`src/rtl/spe_pkg.sv`:
```
package spe_pkg;

    localparam int CH_W    = 4;
    localparam int SPR_DIM = 16;

    typedef struct packed {
        logic [CH_W-1:0] r;
        logic [CH_W-1:0] g;
        logic [CH_W-1:0] b;
    } rgb_t;

    // Closed-form airplane: fuselage, wings, tailplane
    function automatic logic plane_bit(input logic [3:0] dy, input logic [3:0] dx);
        logic body, wing, tail;
        body = (dx == 4'd7 || dx == 4'd8) && (dy >= 4'd1) && (dy <= 4'd14);
        wing = (dy >= 4'd5) && (dy <= 4'd7) && (dx >= 4'd1) && (dx <= 4'd14);
        tail = (dy == 4'd12 || dy == 4'd13) && (dx >= 4'd4) && (dx <= 4'd11);
        return body | wing | tail;
    endfunction

endpackage

```
`src/rtl/spe_axis_motion.sv`:
```
module spe_axis_motion #(
    parameter int W     = 10,
    parameter int LIMIT = 624,
    parameter int STEP  = 2
) (
    input  logic         clk,
    input  logic         rst_n,
    input  logic         advance,
    output logic [W-1:0] pos_q,
    output logic         fwd_q,
    output logic [W-1:0] pos_nxt
);

    typedef struct packed {
        logic [W-1:0] pos;
        logic         fwd;
    } axis_t;

    localparam axis_t AXIS_RST = '{pos: '0, fwd: 1'b1};

    axis_t st_d, st_q;
    logic [W:0] fwd_sum;

    always_comb begin
        st_d    = st_q;
        fwd_sum = {1'b0, st_q.pos} + (W+1)'(STEP);
        if (advance) begin
            if (st_q.fwd) begin
                if (fwd_sum >= (W+1)'(LIMIT)) begin
                    st_d.pos = W'(LIMIT);
                    st_d.fwd = 1'b0;
                end else begin
                    st_d.pos = fwd_sum[W-1:0];
                end
            end else begin
                if (st_q.pos <= W'(STEP)) begin
                    st_d.pos = '0;
                    st_d.fwd = 1'b1;
                end else begin
                    st_d.pos = st_q.pos - W'(STEP);
                end
            end
        end
    end

    always_ff @(posedge clk or negedge rst_n) begin
        if (!rst_n) st_q <= AXIS_RST;
        else        st_q <= st_d;
    end

    assign pos_q   = st_q.pos;
    assign fwd_q   = st_q.fwd;
    assign pos_nxt = st_d.pos;

endmodule

```
`src/rtl/spe_background.sv`:
```
module spe_background
    import spe_pkg::*;
#(
    parameter int W     = 10,
    parameter int H_VIS = 640
) (
    input  logic [W-1:0] col,
    output rgb_t         bg
);

    logic [W+3:0] scaled;
    logic [W+3:0] level;

    always_comb begin
        scaled = {col, 4'b0000};
        level  = scaled / (W+4)'(H_VIS);
        bg.r   = level[CH_W-1:0];
        bg.g   = '0;
        bg.b   = 4'hF - level[CH_W-1:0];
    end

endmodule

```
`src/rtl/spe_sprite_mask.sv`:
```
module spe_sprite_mask
    import spe_pkg::*;
#(
    parameter int W = 10
) (
    input  logic [W-1:0] col,
    input  logic [W-1:0] row,
    input  logic [W-1:0] org_x,
    input  logic [W-1:0] org_y,
    output logic         hit
);

    logic [W-1:0] dx, dy;
    logic         in_x, in_y;

    always_comb begin
        dx   = col - org_x;
        dy   = row - org_y;
        in_x = (col >= org_x) && (dx[W-1:4] == '0);
        in_y = (row >= org_y) && (dy[W-1:4] == '0);
        hit  = in_x && in_y && plane_bit(dy[3:0], dx[3:0]);
    end

endmodule

```
`src/rtl/sprite_pixel_engine.sv`:
```
module sprite_pixel_engine
    import spe_pkg::*;
#(
    parameter int          COORD_W    = 10,
    parameter int          H_VIS      = 640,
    parameter int          V_VIS      = 480,
    parameter int          STEP_X     = 2,
    parameter int          STEP_Y     = 2,
    parameter logic [11:0] SPRITE_RGB = 12'hFF0
) (
    input  logic               clk,
    input  logic               rst_n,
    input  logic               frame_start,
    input  logic               visible,
    input  logic [COORD_W-1:0] row,
    input  logic [COORD_W-1:0] col,
    output logic [11:0]        pixel_rgb
);

    localparam int X_LIM = H_VIS - SPR_DIM;
    localparam int Y_LIM = V_VIS - SPR_DIM;

    logic [1:0][COORD_W-1:0] pos_q;
    logic [1:0][COORD_W-1:0] pos_nxt;
    logic [1:0]              fwd_q;

    for (genvar a = 0; a < 2; a++) begin : g_axis
        localparam int LIM = (a == 0) ? X_LIM : Y_LIM;
        localparam int STP = (a == 0) ? STEP_X : STEP_Y;
        spe_axis_motion #(
            .W    (COORD_W),
            .LIMIT(LIM),
            .STEP (STP)
        ) u_axis (
            .clk    (clk),
            .rst_n  (rst_n),
            .advance(frame_start),
            .pos_q  (pos_q[a]),
            .fwd_q  (fwd_q[a]),
            .pos_nxt(pos_nxt[a])
        );
    end

    rgb_t bg;
    logic hit;

    spe_background #(.W(COORD_W), .H_VIS(H_VIS)) u_bg (
        .col(col),
        .bg (bg)
    );

    // next-state origin: a frame-start pixel already uses the moved sprite
    spe_sprite_mask #(.W(COORD_W)) u_mask (
        .col  (col),
        .row  (row),
        .org_x(pos_nxt[0]),
        .org_y(pos_nxt[1]),
        .hit  (hit)
    );

    rgb_t pix_d, pix_q;

    always_comb begin
        pix_d = '0;
        if (visible) pix_d = hit ? rgb_t'(SPRITE_RGB) : bg;
    end

    always_ff @(posedge clk or negedge rst_n) begin
        if (!rst_n) pix_q <= '0;
        else        pix_q <= pix_d;
    end

    assign pixel_rgb = pix_q;

endmodule

```
`config.mk`:
```
export PLATFORM = sky130hd
export DESIGN_NAME = sprite_pixel_engine
export DESIGN_NICKNAME = d
export VERILOG_FILES = /design/src/rtl/spe_pkg.sv /design/src/rtl/spe_axis_motion.sv /design/src/rtl/spe_background.sv /design/src/rtl/spe_sprite_mask.sv /design/src/rtl/sprite_pixel_engine.sv
export SDC_FILE = /design/constraint.sdc
export NUM_CORES = 1
export LEC_CHECK = 0
export ABC_AREA = 1
export BUFFER_PORTS_ARGS = -buffer_cell sky130_fd_sc_hd__buf_2
export CAP_MARGIN = 40
export CORE_UTILIZATION = 66
export CTS_CLUSTER_DIAMETER = 100
export DETAILED_ROUTE_END_ITERATION = 8
export GPL_ROUTABILITY_DRIVEN = 0
export PLACE_DENSITY = 0.95
export SLEW_MARGIN = 20
export SYNTH_ARGS = -nofsm -noshare
export SYNTH_HDL_FRONTEND = slang
export SYNTH_HIERARCHICAL = 1
export SYNTH_SLANG_ARGS = --single-unit
```
`constraint.sdc`:
```
create_clock -name clk -period 7.03 [get_ports clk]
set_input_delay 0.3515 -clock clk [delete_from_list [all_inputs] [get_ports clk]]
set_output_delay 0.3515 -clock clk [all_outputs]
set_load 0.02 [all_outputs]
```
Word level (Yosys, flattened, before mapping). Index checks and enable logic that the tools add are counted.

Register bits after elaboration: 34. Input bits: 24. Output and inout port bits: 12. Logic and storage cells: 64.

Reductions and logical operators: 15. $lt $le $gt $ge: 14. Multiplexer cells: 14. Equal/unequal tests: 4. Bitwise gates (word level): 2. Divide/modulo/power cells: 1. $add $sub $neg: 7.

Operators with widths (count): $mux 11 (4); $mux 10 (4); $mux 12 (2); $add 10x2->11 const B (2); $ge 10x10->1 (2); $le 10x2->1 const B (2); $sub 10x10->10 (2); $sub 10x2->10 const B (2); $div 14x10->14 const B (1); $eq 4x4->1 const B (3); $le 4x4->1 const B (3); $logic_not 6->1 (2); $ge 11x10->1 const B (1); $ge 11x9->1 const B (1); $logic_and 1x1->1 (11); $ge 4x1->1 const B (2); $ge 4x3->1 const B (2); $eq 4x3->1 const B (1); $le 4x3->1 const B (1); $mux 1 (4); $sub 4x4->4 const A (1); $logic_or 1x1->1 (2); $or 1x1->1 (2).

Longest topological paths before layout. Gate-level depths: netlist of run 1.

Word-level depth: 15. Mapped depth: 31.

Hierarchy. The synthesis of run 1 kept the hierarchy.

By module, submodules not included: spe_sprite_mask (cells an instance 264, instances 1, area an instance 1315.0 µm², sequential area each 0.0 µm²); spe_axis_motion at g_axis[0].u_axis (cells an instance 162, instances 1, area an instance 1029.7 µm², sequential area each 276.5 µm²); spe_axis_motion at g_axis[1].u_axis (cells an instance 143, instances 1, area an instance 944.7 µm², sequential area each 276.5 µm²); spe_background (cells an instance 80, instances 1, area an instance 429.2 µm², sequential area each 0.0 µm²); sprite_pixel_engine (cells an instance 40, instances 1, area an instance 415.4 µm², sequential area each 300.3 µm²).

Least setup slack after synthesis of run 1. Ideal clock, no wire load.

Path kind: register to register. From: register g_axis[1].u_axis.st_q (netlist bit g_axis[1].u_axis/pos_q[1]). To: register pix_q (netlist bit pixel_rgb[0]). Library setup time: 0.115 ns. Clock period less this slack: 3.284 ns. Data arrival time: 3.169 ns. Buffers on the path: 1. Slack: 3.746 ns. Cell stages (with the launch flop): 26. Required time: 6.915 ns. Path through: dfrtp_1 -> ha_1 -> nand2_2 -> nor3_4 -> nand3_2 -> a21oi_4 -> nand2_4 -> nand3_1 -> nand2_1 -> inv_1 -> ha_1 -> inv_1 -> fa_1 -> xor2_1 -> nand2_1 -> nor2_1 -> nand3_1 -> nand2_1 -> nor2_1 -> nor2_1 -> nand2_1 -> nor2_1 -> buf_6 -> inv_2 -> nand2_2 -> nor2_1.

RTL lines: start: declaration (RTL line spe_axis_motion.sv:21) `axis_t st_d, st_q;`; start signal: assignment (RTL line spe_axis_motion.sv:48) `else st_q <= st_d;`; end signal: assignment (RTL line sprite_pixel_engine.sv:70) `else pix_q <= pix_d;`; end: declaration (RTL line sprite_pixel_engine.sv:61) `rgb_t pix_d, pix_q;`.

==> flow_metrics.py, run 1 <==
metrics = {
    "outcome": {
        "status": "finished, final reports clean",
    },
    "floorplan": {
        "core_um2": 5990,
        "fp.dieH_um": 81.1,
        "die-width_um": 81.1,
        "start_util_pct": 69.0,
        "die_area_um2": 6580,
        "pin_count": 36,
        "rows": 28,
    },
    "synthesis": {
        "yosys.area.top_type": "dfrtp_1",
        "netlist.area_leader.share_pct": 19.4,
        "netlist_top_cells_area": "dfrtp_1 19%, nand2_1 18%, inv_1 10%",
        "synth.cells.most_frequent": "203 x nand2_1, 115 x inv_1, 96 x nor2_1, 63 x nand3_1, 32 x dfrtp_1",
        "synth_ff_type": "dfrtp_1",
        "ys_seq_area_share_pct": 20.6,
        "synth_cell_type_count": 39,
        "synth-async-reset-ratio_pct": 100,
        "synth_most_common_cell": "nand2_1",
        "synth_area_um2": 4130,
        "synth-seq-cells": 34,
        "syn_inst": 689,
        "synth.avg_cell_area_um2": 6.00,
        "synth_edf_count": 0,
        "synth-warning-count": 6,
    },
    "power": {
        "p_leak_nw": 2.59,
        "power-per-cell-area_nw_per_um2": 392,
        "p_total_mw": 1.73,
        "ir_drop_v": 0.000235,
    },
    "global_routing": {
        "grt-ovfl-total": 0,
        "grt_max_degree": 35,
        "grtUsageTotal_pct": 33.2,
        "first_global_vias": 4074,
        "grt_pass1_wl_mm": 17.2,
        "antenna_found_initial": 0,
    },
    "sta": {
        "clock_skew_ns": 0.00917,
        "fin_tns_setup_ns": 0,
        "slew_headroom_pct": 50.8,
        "min_period_ns": 4.17,
        "finalMaxSlewViolations": 0,
        "period_share_pct": 59.4,
        "tightest_slew_ns": 0.739,
        "hold_viol_final": 0,
        "fin_ws_ns": 2.86,
        "setup_viol": 0,
        "rsz0062_at_grt": "no",
        "fmax_ghz": 0.240,
    },
    "setup_path": {
        "endpoint_kind": "flop",
        "cp.required_ns": 7.22,
        "rr_startpoint": "g_axis[1].u_axis/pos_q[1]",
        "reg2reg_to": "pixel_rgb[1]",
        "worstSetupStartpoint": "g_axis[1].u_axis/pos_q[1]",
        "startpoint_type": "flop",
        "r2r_setup_slack_ns": 2.86,
        "path_max_fanout": 9,
        "critPathCapture": "pixel_rgb[1]",
        "reg2reg_depth": 24,
        "worstSetupPathType": "flop to flop",
        "cp_data_arrival_time_ns": 4.36,
    },
    "clocking": {
        "clock_latency_ns": 0.30,
        "cts_made_buffers": 5,
        "cts_tree": "yes",
        "clock_path_buffers": 2,
        "postCtsResizedCells": 0,
        "post_cts_buffers": 0,
        "htreeDepth": 2,
        "path_clk_slew_ns": 0.07,
        "cts_sinks": 34,
        "root_buffer": "clkbuf_8",
        "holdBufCountCts": 0,
    },
    "layout": {
        "register_area_um2": 853,
        "syn2layout_area_growth_pct": 6.60,
        "nFillCells": 454,
        "nNetsFinal": 774,
        "multi_input_area_um2": 2720,
        "diodes": 0,
        "layout-drive-gt1-share_pct": 12.3,
        "design_area_um2": 4410,
        "finish.utilization_pct": 73.6,
    },
    "placed_design": {
        "port_buffers": 35,
        "postPlaceCellArea_um2": 4300,
        "dp_slack_ns": 3.00,
        "dpl.hpwl_mm": 7.98,
    },
    "routing": {
        "drtIter0Drc": 422,
        "vias_per_cell": 5.60,
        "drtPass1Iterations": 5,
        "ant_nets": 0,
        "vias": 4460,
        "drc": 0,
        "wl_per_cell_um": 12.7,
        "finalWirelength_mm": 10.1,
    },
    "job": {
        "max_cap_violations": 0,
    },
    "hold_path": {
        "hold_path_class": "input port to async pin",
    },
}
## through the flow
stage / hold slack, ns / std cells
3_3_place_gp: 0.446 / 789
2_1_floorplan: 0.0559 / 692
6_report: 0.107 / 797
4_1_cts: 0.141 / 797
3_5_place_dp: 0.447 / 789
5_1_grt: 0.181 / 797
## area by class of cell
type                       count  share of cell area (%)
sequential                    34                    19.4
clock buffer                   7                    1.73
multi-input combinational    524                    61.8
clock inverter                 1                   0.681
timing repair buffer          35                    3.98
inverter                     121                    10.3
tap                           75                    2.13
## layer usage
layer,vias to the layer above,track usage [%],wire length [µm]
li1,2210,-,-
met1,2004,42.6,4330
met2,210,56.8,4930
met3,36,4.83,640
met4,0,11.4,249
met5,-,0,0
## worst max-delay path: stages (launching register included)
cell	delay [ns]
dfrtp_1	0.50
ha_1	0.30
nand2_2	0.10
nor3_4	0.22
nand3_2	0.11
a21oi_4	0.26
nand2_4	0.11
nand3_1	0.09
nand2_1	0.06
inv_1	0.09
ha_1	0.16
inv_1	0.07
fa_1	0.40
xor2_1	0.36
nand2_1	0.09
nor2_1	0.11
nand3_1	0.09
nand2_1	0.07
nor2_1	0.05
nor2_1	0.08
nand2_1	0.05
nor2_1	0.47
inv_2	0.06
nand2_2	0.10
nor2_1	0.05
## worst min-delay path by stage
stage / start / end / slack, ns / cells after the start
global placement: rst_n / g_axis[1].u_axis/pos_q[5] / 0.45 / 1
finish: rst_n / g_axis[1].u_axis/pos_q[5] / 0.11 / 1
global route: rst_n / g_axis[1].u_axis/pos_q[5] / 0.18 / 1
floorplan: rst_n / g_axis[0].u_axis/pos_q[0] / 0.06 / 0
detailed placement: rst_n / g_axis[1].u_axis/pos_q[5] / 0.45 / 1
CTS: rst_n / g_axis[1].u_axis/pos_q[3] / 0.14 / 1
## layout by cell type, fill, tap and decap left out, types with 5 or more instances in the layout
cell type	netlist	final
nand3_1	63	63
xor2_1	10	10
nand2_1	203	203
inv_1	115	115
inv_2	5	5
nand2_2	15	15
nand3_2	6	6
nor2_1	96	96
a21oi_1	23	23
nand4_1	20	20
buf_2	1	35
o21ai_1	6	6
o21ai_0	14	14
dfrtp_1	32	32
nand2_4	5	5
ha_1	27	27
clkbuf_8	0	5
nor2_2	5	5
## cell families (layout without fill, tap and decap cells)
logic type | Yosys count | after routing | synth area share (%)
buffers and inverters | 134 | 164 | 13.7
flip-flops | 34 | 34 | 20.6
XOR/XNOR | 10 | 10 | 2.12
adder cells (fa/ha/maj) | 29 | 29 | 9.14
AO/OA/AOI/OAI | 54 | 54 | 7.66
other | 1 | 4 | 0.0907
AND/OR/NAND/NOR | 427 | 427 | 46.6
## where the power goes
group          switching, mW  leakage (nW)  internal [mW]  total [mW]
sequential             0.109         0.424          0.254       0.363
combinational          0.776          2.11          0.410        1.19
clock                 0.0731        0.0524          0.106       0.179
total                  0.958          2.59          0.771        1.73
## flip-flops by register name (all words and copies together) (netlist names)
name                 flops
pixel_rgb               12
g_axis.u_axis/pos_q     20
g_axis.u_axis/fwd_q      2
Power figures use the tool's default switching activity.
==> run 2, diff against run 1 <==
ABC_AREA = 0   (was 1)
CORE_UTILIZATION = 62   (was 66)
PLACE_DENSITY = 0.93   (was 0.95)
clock period = 4.2 ns   (was 7.03 ns; I/O delays follow)
==> flow_metrics.py, run 2 <==
metrics = {
    "setup_path": {
        "cp_slowest_cell": "dfrtp_1",
        "reg2reg_depth": 16,
        "rr_startpoint": "g_axis[0].u_axis/pos_q[3]",
        "worstSetupPathType": "flop to flop",
        "startpoint_type": "flop",
        "endpoint_kind": "flop",
        "cp_slowest_stage_delay_ns": 0.45,
        "path_max_fanout": 14,
        "path_buf_inv": 3,
        "reg2reg_to": "pixel_rgb[0]",
        "r2r_setup_slack_ns": -0.30,
        "path_cells": "buf_4 > nand2_1 > o21ai_0 > o2111ai_2 > or2_4 > a221oi_2 > inv_1 > ha_1 > o21ai_0 > o21bai_1 > mux2_1 > nor2_1 > nand4_1 > nor4_4 > buf_4 > and3b_2",
        "cp.required_ns": 4.39,
        "cp_data_arrival_time_ns": 4.68,
        "cp_top_family": "compound AO/OA/AOI/OAI gates",
    },
    "clocking": {
        "clock_latency_ns": 0.31,
        "path_clk_slew_ns": 0.09,
        "cts_sinks": 34,
        "root_buffer": "clkbuf_8",
        "clock_path_buffers": 2,
        "cts_tree": "yes",
        "htreeDepth": 2,
        "cts_made_buffers": 5,
    },
    "sta": {
        "rsz0062_at_grt": "yes",
        "min_period_ns": 4.50,
        "tightest_slew_ns": 0.594,
        "setup_viol": 12,
        "fmax_ghz": 0.222,
        "period_share_pct": 107,
        "hold_viol_final": 0,
        "fin_tns_setup_ns": -3.14,
        "slew_headroom_pct": 60.4,
        "fin_ws_ns": -0.299,
        "finalMaxSlewViolations": 0,
        "clock_skew_ns": 0.0141,
    },
    "floorplan": {
        "die_area_um2": 6980,
        "core_um2": 6390,
        "fp.dieH_um": 83.5,
        "start_util_pct": 64.5,
        "die-width_um": 83.5,
        "rows": 29,
        "pin_count": 36,
    },
    "synthesis": {
        "synth.cells.most_frequent": "48 x inv_1, 36 x nor2_1, 32 x dfrtp_1, 29 x o21ai_0, 27 x ha_1",
        "syn_inst": 506,
        "synth-seq-cells": 34,
        "netlist_top_cells_area": "dfrtp_1 19%, ha_1 8.2%, inv_1 4.4%",
        "synth-warning-count": 6,
        "synth_most_common_cell": "inv_1",
        "synth_area_um2": 4120,
        "synth_edf_count": 0,
        "netlist.area_leader.share_pct": 19.4,
        "synth.avg_cell_area_um2": 8.15,
        "synth_cell_type_count": 96,
        "synth_ff_type": "dfrtp_1",
        "ys_seq_area_share_pct": 20.7,
        "yosys.area.top_type": "dfrtp_1",
        "synth-async-reset-ratio_pct": 100,
    },
    "power": {
        "p_comb_share_pct": 76.9,
        "ir_drop_v": 0.000794,
        "p_total_mw": 3.90,
        "seqPwrFrac_pct": 16.5,
        "power-per-cell-area_nw_per_um2": 761,
        "power.share.switching_pct": 53.2,
        "clkPwrFrac_pct": 6.6,
        "p_int_mw": 1.83,
        "p_sw_mw": 2.07,
        "p_leak_nw": 2.17,
    },
    "global_routing": {
        "grtUsageTotal_pct": 33.1,
        "grt_pass1_wl_mm": 19.1,
        "grt_max_degree": 35,
        "first_global_vias": 4141,
        "grt-ovfl-total": 0,
        "antenna_found_initial": 0,
    },
    "layout": {
        "design_area_um2": 5120,
        "finish.utilization_pct": 80.2,
        "largest_reg_flops": 20,
        "final_common_cell": "buf_4",
        "layout_common_cells": "48 x buf_4, 44 x inv_1, 36 x buf_2",
        "diodes": 0,
        "nFillCells": 303,
        "syn2layout_area_growth_pct": 24.3,
        "layoutNonFillerInstCount": 648,
        "nNetsFinal": 623,
        "layout-drive-gt1-share_pct": 37.7,
    },
    "hold_path": {
        "hp-start": "visible",
        "hold_path_class": "input port to flop",
        "whs_path_depth": 2,
        "hold_end": "pixel_rgb[4]",
    },
    "routing": {
        "drtIter0Drc": 959,
        "drc": 0,
        "vias": 4917,
        "finalWirelength_mm": 15.4,
        "drtPass1Iterations": 8,
        "ant_nets": 0,
        "wl_per_cell_um": 23.8,
        "vias_per_cell": 7.59,
    },
    "placed_design": {
        "place_inst": 608,
        "dpl.hpwl_mm": 8.16,
        "port_buffers": 35,
        "postPlaceCellArea_um2": 4340,
    },
    "job": {
        "max_cap_violations": 0,
    },
    "outcome": {
        "failed_checks": "negative setup slack",
        "status": "complete, but fails checks",
    },
}
run 2: cell count changes in the layout (fill, tap and decap cells not counted), moves of 9 or more:
cell | before | now
nand2_1 | 203 | 25
inv_1 | 115 | 44
nor2_1 | 96 | 31
buf_4 | 0 | 48
nand3_1 | 63 | 19
ha_1 | 27 | 12
nand2_2 | 15 | 0
nand4_1 | 20 | 5
a21oi_1 | 23 | 13
nor3_1 | 2 | 12
xnor2_1 | 0 | 10
o21ai_0 | 14 | 23
run 2: routing by layer:
layer	wire [µm]	share of wire (%)	global-route usage, %
met4	1200	7.8	12.3
met1	5420	35	42.6
met5	0	0	0
met3	1950	13	5.74
met2	6860	44	55.7
run 2: kinds of logic (layout without fill, tap and decap cells):
kind of cell / count (synthesis) / after routing / share of synthesized area, %
simple gates: 170 / 170 / 23.6
compound gates: 164 / 164 / 30.7
buf+inv: 84 / 146 / 9.87
flops: 34 / 34 / 20.7
fa+ha+maj: 30 / 30 / 9.41
xor+xnor: 15 / 15 / 3.55
mux: 8 / 8 / 2.00
other cells: 1 / 4 / 0.0910
run 2: final cells by class:
cell class                 instances  area (µm²)  share of cell area, %
clock buffer                       5        68.8                   1.34
multi-input combinational        391        3290                   64.3
clock inverter                     3        21.3                  0.415
inverter                          50         188                   3.66
tap                               77        96.3                   1.88
timing repair buffer              88         594                   11.6
sequential                        34         861                   16.8
run 2: timing repair:
action                                 in CTS  in global routing
buffers inserted                            4                 25
hold buffers                                0                  1
setup endpoints to repair                  12                 12
endpoints found under the hold margin       0                 12
cloned                                      0                  1
resized for setup                           9                 95
pin swaps                                   3                 38
run 2: metrics by stage:
stage	hold slack [ns]	worst slack, ns
finish	0.246	-0.299
global placement	0.331	0.0124
detailed placement	0.334	-0.203
global route	0.242	-0.353
CTS	0.0218	0.0213
floorplan	-0.0856	0.156
run 2: how the worst max path moves through the flow:
stage / from / to / slack (ns) / depth (start not counted)
2_1_floorplan: g_axis[1].u_axis/pos_q[1] / pixel_rgb[2] / 0.16 / 18
3_3_place_gp: g_axis[1].u_axis/pos_q[2] / pixel_rgb[0] / 0.01 / 18
3_5_place_dp: g_axis[1].u_axis/pos_q[1] / pixel_rgb[1] / -0.20 / 17
4_1_cts: g_axis[1].u_axis/pos_q[1] / pixel_rgb[1] / 0.02 / 18
5_1_grt: g_axis[1].u_axis/pos_q[1] / pixel_rgb[7] / -0.35 / 19
6_report: g_axis[0].u_axis/pos_q[3] / pixel_rgb[0] / -0.30 / 16
run 2: power by group through the flow:
stage / logic [mW] / clock network (mW) / registers, mW
6_report: 3.00 / 0.259 / 0.642
5_1_grt: 3.12 / 0.268 / 0.651
4_1_cts: 2.18 / 0.248 / 0.586
3_5_place_dp: 2.14 / 0 / 0.590
3_3_place_gp: 2.04 / 0 / 0.580
2_1_floorplan: 1.74 / 0 / 0.501
==> run 3, diff against run 2 <==
==> constraint.sdc (replaced) <==
create_clock -name clk -period 5 [get_ports clk]
set_input_delay 0.75 -clock clk [delete_from_list [all_inputs] [get_ports clk]]
set_output_delay 0.75 -clock clk [all_outputs]
set_load 0.02 [all_outputs]
==> flow_metrics.py, run 3 (same netlist as run 2, synthesis figures left out) <==
metrics = {
    "routing": {
        "vias": 4045,
        "finalWirelength_mm": 10.5,
        "vias_per_cell": 6.76,
        "drtPass1Iterations": 5,
        "wl_per_cell_um": 17.6,
        "ant_nets": 0,
        "drtIter0Drc": 396,
        "drc": 0,
    },
    "layout": {
        "nNetsFinal": 573,
        "largest_reg_flops": 20,
        "design_area_um2": 4310,
        "layout_common_cells": "48 x inv_1, 36 x nor2_1, 35 x buf_2",
        "diodes": 0,
        "nFillCells": 505,
        "finish.utilization_pct": 67.5,
        "layout-drive-gt1-share_pct": 17.5,
        "syn2layout_area_growth_pct": 4.61,
        "final_common_cell": "inv_1",
    },
    "floorplan": {
        "rows": 29,
        "die-width_um": 83.5,
        "pin_count": 36,
        "start_util_pct": 64.5,
        "die_area_um2": 6980,
        "fp.dieH_um": 83.5,
        "core_um2": 6390,
    },
    "sta": {
        "setup_viol": 0,
        "rsz0062_at_grt": "no",
        "min_period_ns": 4.66,
        "tightest_slew_ns": 0.669,
        "finalMaxSlewViolations": 0,
        "period_share_pct": 93.3,
        "fin_ws_ns": 0.335,
        "fmax_ghz": 0.214,
        "hold_viol_final": 0,
        "hold_slack_ns": 0.266,
        "fin_tns_setup_ns": 0,
        "slew_headroom_pct": 54.9,
        "clock_skew_ns": 0.00290,
    },
    "hold_path": {
        "hold_path_class": "input port to async pin",
    },
    "setup_path": {
        "cp_slowest_stage_delay_ns": 0.56,
        "cp.required_ns": 5.18,
        "cp_data_arrival_time_ns": 4.84,
        "startpoint_type": "flop",
        "worstSetupPathType": "flop to flop",
        "path_cells": "ha_1 > and3_1 > nand3_1 > o221ai_1 > buf_4 > nor3_1 > o221ai_1 > inv_1 > ha_1 > nor2b_1 > o32ai_1 > a211oi_1 > o2111ai_1 > a2111oi_0 > nand4_1 > nor4_2 > buf_4 > and3b_2",
        "path_max_fanout": 12,
        "path_buf_inv": 3,
        "r2r_setup_slack_ns": 0.34,
        "cp_slowest_cell": "o221ai_1",
        "endpoint_kind": "flop",
        "cp_top_family": "compound AO/OA/AOI/OAI gates",
    },
    "power": {
        "p_int_mw": 1.17,
        "clkPwrFrac_pct": 8.7,
        "p_leak_nw": 1.89,
        "power.share.switching_pct": 52.5,
        "seqPwrFrac_pct": 22.3,
        "p_comb_share_pct": 69.0,
        "p_sw_mw": 1.29,
        "ir_drop_v": 0.000419,
        "power-per-cell-area_nw_per_um2": 571,
    },
    "clocking": {
        "htreeDepth": 2,
        "path_clk_slew_ns": 0.07,
        "cts_made_buffers": 5,
        "clock_path_buffers": 2,
        "cts_tree": "yes",
        "root_buffer": "clkbuf_8",
        "cts_sinks": 34,
        "clock_latency_ns": 0.29,
    },
    "global_routing": {
        "antenna_found_initial": 0,
        "grt_max_degree": 35,
        "grt_pass1_wl_mm": 17.4,
        "grtUsageTotal_pct": 30.2,
        "first_global_vias": 3719,
        "grt-ovfl-total": 0,
    },
    "placed_design": {
        "dp_slack_ns": 0.378,
        "port_buffers": 35,
        "postPlaceCellArea_um2": 4200,
        "dpl.hpwl_mm": 7.77,
    },
    "job": {
        "max_cap_violations": 0,
    },
    "outcome": {
        "status": "finished, final reports clean",
    },
}
run 3: cell count changes in the layout (fill, tap and decap cells not counted), sizes merged:
cell	change
dlygate4sd3	-1
buf	-48
clkbuf	+1
clkinv	-1
clkinvlp	-1
run 3: what timing repair did:
| action | in CTS | in global routing |
|---|---|---|
| buffers inserted | 0 | 0 |
| hold buffers | 0 | 0 |
| gates resized for setup | 0 | 1 |
| endpoints found under the setup margin | 0 | 4 |
| hold endpoints to repair | 0 | 0 |
run 3: worst paths after layout:
path                                                 from                         to  depth (start not counted)
worst max-delay path            g_axis[1].u_axis/pos_q[1]               pixel_rgb[0]                         18
worst min-delay path                                rst_n  g_axis[1].u_axis/pos_q[4]                          1
worst max register to register  g_axis[1].u_axis/pos_q[1]               pixel_rgb[0]                         18
worst min register to register  g_axis[0].u_axis/pos_q[0]  g_axis[0].u_axis/pos_q[0]                          1
max in group asynchronous                           rst_n     g_axis[0].u_axis/fwd_q                          2
min in group clk                g_axis[0].u_axis/pos_q[0]  g_axis[0].u_axis/pos_q[0]                          1
run 3: layout make-up:
class                      instances  area (µm²)  area share, %
clock inverter                     1        5.00          0.116
inverter                          50         188           4.35
sequential                        34         853           19.8
clock buffer                       7        86.3           2.00
tap                               77        96.3           2.23
timing repair buffer              38         210           4.88
multi-input combinational        391        2870           66.6
run 3: metrics by stage:
| step | power, mW | cells |
|---|---|---|
| 2_1_floorplan | 1.88 | 509 |
| 3_3_place_gp | 2.11 | 589 |
| 3_5_place_dp | 2.19 | 589 |
| 4_1_cts | 2.42 | 597 |
| 5_1_grt | 2.65 | 598 |
| 6_report | 2.46 | 598 |
run 3: power by group through the flow:
stage	Clock [mW]	Sequential (mW)	Combinational, mW
6_report	0.215	0.550	1.70
2_1_floorplan	0	0.421	1.46
4_1_cts	0.216	0.542	1.66
5_1_grt	0.226	0.568	1.85
3_5_place_dp	0	0.547	1.64
3_3_place_gp	0	0.537	1.57
run 3: routing by layer:
layer  up-vias  track usage, %  routed length, µm
met4         0            8.94                207
met2       189            51.5               5090
met3        24            3.86                713
li1       1890               -                  -
met5         -               0                  0
met1      1942            40.1               4500
run 3: worst register-to-register path: cells and delay by family (launching register included):
kind / cells / cell delay, ns
AND/OR/NAND/NOR: 7 / 1.18
AO/OA/AOI/OAI: 6 / 1.74
flip-flops: 1 / 0.49
buffers and inverters: 3 / 0.60
adder cells (fa/ha/maj): 2 / 0.53
